## config.mk

```make
export PLATFORM = sky130hd
export DESIGN_NAME = bpe_reporter
export DESIGN_NICKNAME = d
export VERILOG_FILES = /design/src/rtl/bpe_pkg.sv /design/src/rtl/bpe_par_tree.sv /design/src/rtl/bpe_side.sv /design/src/rtl/bpe_reporter.sv
export SDC_FILE = /design/constraint.sdc
export NUM_CORES = 1
export LEC_CHECK = 0
export CAP_MARGIN = 20
export CORE_MARGIN = 4
export CORE_UTILIZATION = 35
export DETAILED_ROUTE_END_ITERATION = 8
export PLACE_DENSITY = 0.85
export SETUP_SLACK_MARGIN = 0.3
export SLEW_MARGIN = 20
export SYNTH_ARGS = -nofsm -noshare
export SYNTH_HDL_FRONTEND = slang
export SYNTH_SLANG_ARGS = --single-unit
```

## constraint.sdc

```tcl
create_clock -name clk -period 1.7 [get_ports clk]
set_input_delay 0.51 -clock clk [delete_from_list [all_inputs] [get_ports clk]]
set_output_delay 0.51 -clock clk [all_outputs]
set_load 0.1 [all_outputs]
```

## src/rtl/bpe_pkg.sv

```systemverilog
package bpe_pkg;
  parameter int BPE_AD_W = 32;

  // One received data phase waiting for its parity bit
  typedef struct packed {
    logic v;     // a phase was received
    logic par;   // expected even parity
    logic dly;   // delayed-write completion attempt
    logic ret;   // target bus reported an error for it
  } bpe_pend_t;
endpackage

```

## src/rtl/bpe_par_tree.sv

```systemverilog
module bpe_par_tree #(
  parameter int W = 36
) (
  input  logic [W-1:0] bits,
  output logic         par_even
);
  localparam int HALF = W / 2;

  generate
    if (W == 1) begin : g_leaf
      assign par_even = bits[0];
    end else begin : g_split
      logic lo, hi;
      bpe_par_tree #(.W(HALF))     u_lo (.bits(bits[HALF-1:0]), .par_even(lo));
      bpe_par_tree #(.W(W - HALF)) u_hi (.bits(bits[W-1:HALF]), .par_even(hi));
      assign par_even = lo ^ hi;
    end
  endgenerate
endmodule

```

## src/rtl/bpe_side.sv

```systemverilog
module bpe_side
  import bpe_pkg::*;
#(
  parameter int AD_W = BPE_AD_W,
  localparam int BE_W = AD_W / 8
) (
  input  logic            clk,
  input  logic            rst_n,
  input  logic [AD_W-1:0] ad,
  input  logic [BE_W-1:0] be,
  input  logic            dphase,
  input  logic            par,
  input  logic            dlywr,
  input  logic            retperr,
  input  logic            resp_en,
  input  logic            det_clr,
  output logic            perr_n,
  output logic            det,
  output logic            fwd_bad,
  output logic            stat_ret,
  output logic            stat_keep
);
  logic      calc_par;
  bpe_pend_t pend_q, pend_d;
  logic      mis;
  logic      perr_q, perr_d;
  logic      det_q, det_d, det_upd;
  logic      fwd_q, fwd_d;
  logic      ret_q, ret_d;
  logic      keep_q, keep_d;

  bpe_par_tree #(.W(AD_W + BE_W)) u_tree (
    .bits    ({ad, be}),
    .par_even(calc_par)
  );

  // next state
  always_comb begin
    pend_d.v   = dphase;
    pend_d.par = calc_par;
    pend_d.dly = dphase & dlywr;
    pend_d.ret = dphase & retperr;

    mis     = pend_q.v & (par ^ pend_q.par);
    perr_d  = resp_en & (mis | pend_q.ret);
    det_d   = mis | (det_q & ~det_clr);
    det_upd = mis | det_clr;
    fwd_d   = mis;
    ret_d   = pend_q.dly & ~mis;
    keep_d  = pend_q.dly & mis;
  end

  // registers
  always_ff @(posedge clk or negedge rst_n) begin
    if (!rst_n) begin
      pend_q <= '0;
      perr_q <= 1'b0;
      det_q  <= 1'b0;
      fwd_q  <= 1'b0;
      ret_q  <= 1'b0;
      keep_q <= 1'b0;
    end else begin
      pend_q <= pend_d;
      perr_q <= perr_d;
      if (det_upd) det_q <= det_d;
      fwd_q  <= fwd_d;
      ret_q  <= ret_d;
      keep_q <= keep_d;
    end
  end

  assign perr_n    = ~perr_q;
  assign det       = det_q;
  assign fwd_bad   = fwd_q;
  assign stat_ret  = ret_q;
  assign stat_keep = keep_q;

  assert_perr_two_after_phase_R3: assert property (@(posedge clk) disable iff (!rst_n)
    !perr_n |-> $past(dphase, 2));
  assert_perr_needs_enable_R4: assert property (@(posedge clk) disable iff (!rst_n)
    !perr_n |-> $past(resp_en));
  assert_det_sticky_R5: assert property (@(posedge clk) disable iff (!rst_n)
    ($past(det) && !$past(det_clr)) |-> det);
  assert_fwd_with_det_R6: assert property (@(posedge clk) disable iff (!rst_n)
    fwd_bad |-> det);
  assert_status_exclusive_R7: assert property (@(posedge clk) disable iff (!rst_n)
    !(stat_ret && stat_keep));
  assert_status_from_dlywr_R7: assert property (@(posedge clk) disable iff (!rst_n)
    (stat_ret || stat_keep) |-> $past(dlywr, 2));
endmodule

```

## src/rtl/bpe_reporter.sv

```systemverilog
module bpe_reporter
  import bpe_pkg::*;
#(
  parameter int AD_W = BPE_AD_W,
  localparam int BE_W = AD_W / 8
) (
  input  logic            clk,
  input  logic            rst_n,
  input  logic [AD_W-1:0] p_ad,
  input  logic [BE_W-1:0] p_be,
  input  logic            p_dphase,
  input  logic            p_par,
  input  logic            p_dlywr,
  input  logic            p_retperr,
  input  logic            p_resp_en,
  input  logic            p_det_clr,
  output logic            p_perr_n,
  output logic            p_det,
  output logic            p2s_bad,
  output logic            p_stat_ret,
  output logic            p_stat_keep,
  input  logic [AD_W-1:0] s_ad,
  input  logic [BE_W-1:0] s_be,
  input  logic            s_dphase,
  input  logic            s_par,
  input  logic            s_dlywr,
  input  logic            s_retperr,
  input  logic            s_resp_en,
  input  logic            s_det_clr,
  output logic            s_perr_n,
  output logic            s_det,
  output logic            s2p_bad,
  output logic            s_stat_ret,
  output logic            s_stat_keep
);
  localparam int NSIDE = 2;

  logic [NSIDE-1:0][AD_W-1:0] ad_a;
  logic [NSIDE-1:0][BE_W-1:0] be_a;
  logic [NSIDE-1:0] dph_a, par_a, dly_a, rt_a, en_a, clr_a;
  logic [NSIDE-1:0] perr_a, det_a, fwd_a, ret_a, keep_a;

  assign ad_a  = {s_ad, p_ad};
  assign be_a  = {s_be, p_be};
  assign dph_a = {s_dphase, p_dphase};
  assign par_a = {s_par, p_par};
  assign dly_a = {s_dlywr, p_dlywr};
  assign rt_a  = {s_retperr, p_retperr};
  assign en_a  = {s_resp_en, p_resp_en};
  assign clr_a = {s_det_clr, p_det_clr};

  for (genvar i = 0; i < NSIDE; i++) begin : g_side
    bpe_side #(.AD_W(AD_W)) u_side (
      .clk      (clk),
      .rst_n    (rst_n),
      .ad       (ad_a[i]),
      .be       (be_a[i]),
      .dphase   (dph_a[i]),
      .par      (par_a[i]),
      .dlywr    (dly_a[i]),
      .retperr  (rt_a[i]),
      .resp_en  (en_a[i]),
      .det_clr  (clr_a[i]),
      .perr_n   (perr_a[i]),
      .det      (det_a[i]),
      .fwd_bad  (fwd_a[i]),
      .stat_ret (ret_a[i]),
      .stat_keep(keep_a[i])
    );
  end

  assign p_perr_n    = perr_a[0];
  assign p_det       = det_a[0];
  assign p2s_bad     = fwd_a[0];
  assign p_stat_ret  = ret_a[0];
  assign p_stat_keep = keep_a[0];
  assign s_perr_n    = perr_a[1];
  assign s_det       = det_a[1];
  assign s2p_bad     = fwd_a[1];
  assign s_stat_ret  = ret_a[1];
  assign s_stat_keep = keep_a[1];
endmodule

```

==> summary.txt <==
Clock network
  – Clock Path Buffers: 2
  – CTS tree: done
  – Cts hold-fix bufs: 0
  – H-tree depth: 1
  – Clock tree root buffer cell: clkbuf_4
  – Total clock buffers created by CTS: 3
  – Clock slew at reported path FFs: 0.09 ns
  – Clk_lat worst skew: 0.28 ns
  – Clock sink count: 18

STA
  – Worst-case hold slack: 0.476 ns
  – RSZ-0062 raised after global routing: yes
  – Final period util: approximately nine tenths
  – Final worst path period need: around 1.5 ns
  – Fin Clk Skew: 0.00698 ns
  – Worst-case setup margin in the final layout: about 0.17 ns
  – Remaining max-slew budget at the tightest pin: between 80% and 90%
  – Slew at the pin closest to its max-slew limit: 0.219 ns
  – Setup violators final: 0
  – Final Slew Violations: 0
  – Number of endpoints with negative hold slack in the final report: 0
  – Maximum clock rate: 0.652 GHz

Logic synthesis
  – Number of warnings issued by yosys: 0
  – Synth unique cells: 10
  – Biggest area contributors in the synthesized netlist: xnor2_1, dfrtp_1, xor2_1
  – Sequential cell area fraction in the yosys report: a little under two fifths
  – Number of instances in the synthesized netlist: 106
  – Mapped Avg Cell Area: roughly 11 sq um
  – Fraction of synthesized cell area taken by the top area cell type: 42.4%
  – Area of the mapped netlist: 1200 sq um
  – Net count after synthesis: 192
  – Flops & latches, synth: 18
  – Largest area contributor in the netlist: xnor2_1

Floorplan
  – Height of the chip: 66.5 microns
  – Initial cell density of the core: 38.0%
  – Width of the die: approximately 67 microns
  – Row Count: 20
  – Area of the placeable core: 3150 sq um
  – I/O Pins: 96
  – Die area: 4420 sq um

Hold path
  – Hold_sp: g_side[1].u_side.pend_q[0]
  – Cell depth of the worst min-delay path: 1
  – Class of the tightest hold or removal check: register to register
  – Worst-case hold path end point: g_side[1].u_side.perr_q

Worst setup path
  – CP endpoint kind: register
  – Largest fanout on the critical path: 1
  – End of the worst register-to-register path: g_side[0].u_side.perr_q
  – Endpoint required time on the critical path: 1.90 ns
  – Critical path class: input port to register
  – Worst-case reg-to-reg path depth: 3
  – Startpoint kind of the worst setup timing path: input port
  – Startpoint of the worst register-to-register path: g_side[0].u_side.pend_q[2]
  – Register-to-register setup slack: 0.66 ns
  – Arrival @ worst endpoint: around 1.7 ns

Pwr
  – Share of power burned in combinational logic: between 60% and 70%
  – Internal: 0.00132 W
  – Switching share of power: 40.6%
  – Clock power frac: 9.3%
  – Switching power: 0.000903 W
  – Reg power frac: 26.3%
  – P_leak: 1.11 nW
  – Maximum ir drop on the vdd rail: approximately 340 uV
  – Power density cells: 947 nW/um^2

Place
  – Dpl cell area: 2340 sq um
  – Post-place setup slack: -0.470 ns
  – Routability cong.: 0.753
  – DP HPWL: 2990 microns
  – Port bufs: 95

Route
  – Detailed-route wire length: 3350 microns
  – WL/cell: 13.4 microns
  – Highest Signal Layer: met4
  – Length of routed wiring on met1: 948 microns
  – Starting DRC count in detailed routing: 17
  – Number of detailed-route iterations in the first pass: 2
  – Vias per Instance: 4.28
  – DRC violation count after routing: 0
  – Routed wire length on met3: 157 microns
  – ANT nets after route: 0
  – Routed length on met2: roughly 2200 microns
  – Vias post-DR: around 1,100

Finish
  – Design area: 2350 sq um
  – Number of nets in the finished design: 293
  – Layout cells sized above 1: between 40% and 50%
  – Synthesis-to-finish area growth: 96.1%
  – Filler cell count: 250
  – Most common cell after layout, fill and taps aside: xnor2_1
  – Most frequent cells in the layout: xnor2_1, xnor2_2, clkdlybuf4s50_1
  – Number of diodes added for antenna fixing: 0

Run status
  – Status: complete, no violations

Global route
  – GRT overflow: 0
  – GRT Resource Usage Total: between 10% and 20%
  – Pin count of the biggest net entering global routing: 19
  – Number of antenna violations at the first check in global routing: 0
  – First-pass GRT wire length: ~5200 microns
  – Via count of the first global-routing pass: 1,243

Run
  – Number of violations of the max-capacitance limit: 0
==> kinds of logic (layout without fill, tap and decap cells) <==
logic type	count (synthesis)	in the layout	share of synthesized area (%)
buffers and inverters	4	104	1.25
AND/OR/NAND/NOR	10	10	5.22
AO/OA/AOI/OAI	4	4	2.50
XOR/XNOR	70	70	53.4
flip-flops	18	18	37.6
==> sequential cells by signal (all words and copies together) (netlist names) <==
register / cells
g_side.u_side.pend_q: 8
g_side.u_side.det: 2
g_side.u_side.fwd_bad: 2
g_side.u_side.perr_q: 2
g_side.u_side.stat_keep: 2
g_side.u_side.stat_ret: 2
==> cell type report <==
type	instances	area (sq um)	share of cell area, %
multi-input cells	84	917	39.0
repair buffers	96	877	37.3
flip-flops and latches	18	453	19.3
well taps	44	55.1	2.34
clock buffers	4	26.3	1.12
inverters	4	22.5	0.958
==> timing repair <==
action | 4_1_cts | 5_1_grt
buffers inserted | 0 | 0
gates resized for setup | 167 | 43
hold endpoints to repair | 0 | 0
pin swaps | 60 | 31
endpoints found under the setup margin | 7 | 10
==> synth_stat cells (all sizes together) <==
master,n
a21o,2
and2,6
and3,2
dfrtp,18
inv,4
nor2b,2
o21a,2
xnor2,58
xnor3,2
xor2,10
==> worst max path at each step <==
stage | cells after the start | slack, ns | to | from
after floorplan | 5 | 0.1 | g_side[0].u_side.pend_q[2] | p_ad[24]
after global placement | 6 | -0.41 | g_side[0].u_side.pend_q[2] | p_ad[23]
after detailed placement | 6 | -0.47 | g_side[1].u_side.pend_q[2] | s_ad[12]
after CTS | 6 | 0.20 | g_side[0].u_side.pend_q[2] | p_ad[30]
after global routing | 6 | 0.09 | g_side[0].u_side.pend_q[2] | p_ad[12]
final | 6 | 0.17 | g_side[0].u_side.pend_q[2] | p_ad[12]
==> worst max-delay path, cell delays in order <==
cell	delay, ns
buf_6	0.10
xor2_2	0.16
xnor2_1	0.13
xnor2_1	0.19
xnor3_1	0.45
xnor2_1	0.20
==> power by group through the flow <==
stage	Clock, W	Combinational (W)	Sequential, W
after floorplan	0	0.000578	0.000892
after global placement	0	0.00139	0.000589
after detailed placement	0	0.00142	0.000594
after CTS	0.000217	0.00141	0.000586
after global routing	0.000241	0.00151	0.000594
final	0.000206	0.00144	0.000585
==> per-layer routing <==
| metal | track usage, % | vias to the layer above |
|---|---|---|
| li1 | - | 524 |
| met1 | 13.3 | 497 |
| met2 | 34.4 | 44 |
| met3 | 1.85 | 6 |
| met4 | 7.11 | 0 |
| met5 | 0 | - |
==> per-stage QoR <==
| step | TNS [ns] | cells | power (W) | util (%) |
|---|---|---|---|---|
| 2_1_floorplan | 0 | 106 | 0.00147 | - |
| 3_3_place_gp | -0.826 | 246 | 0.00198 | 74.1 |
| 3_5_place_dp | -0.918 | 246 | 0.00202 | 74.1 |
| 4_1_cts | 0 | 250 | 0.00221 | 74.0 |
| 5_1_grt | 0 | 250 | 0.00234 | 74.6 |
| 6_report | 0 | 250 | 0.00223 | 74.6 |
Power figures use the tool's default switching activity.
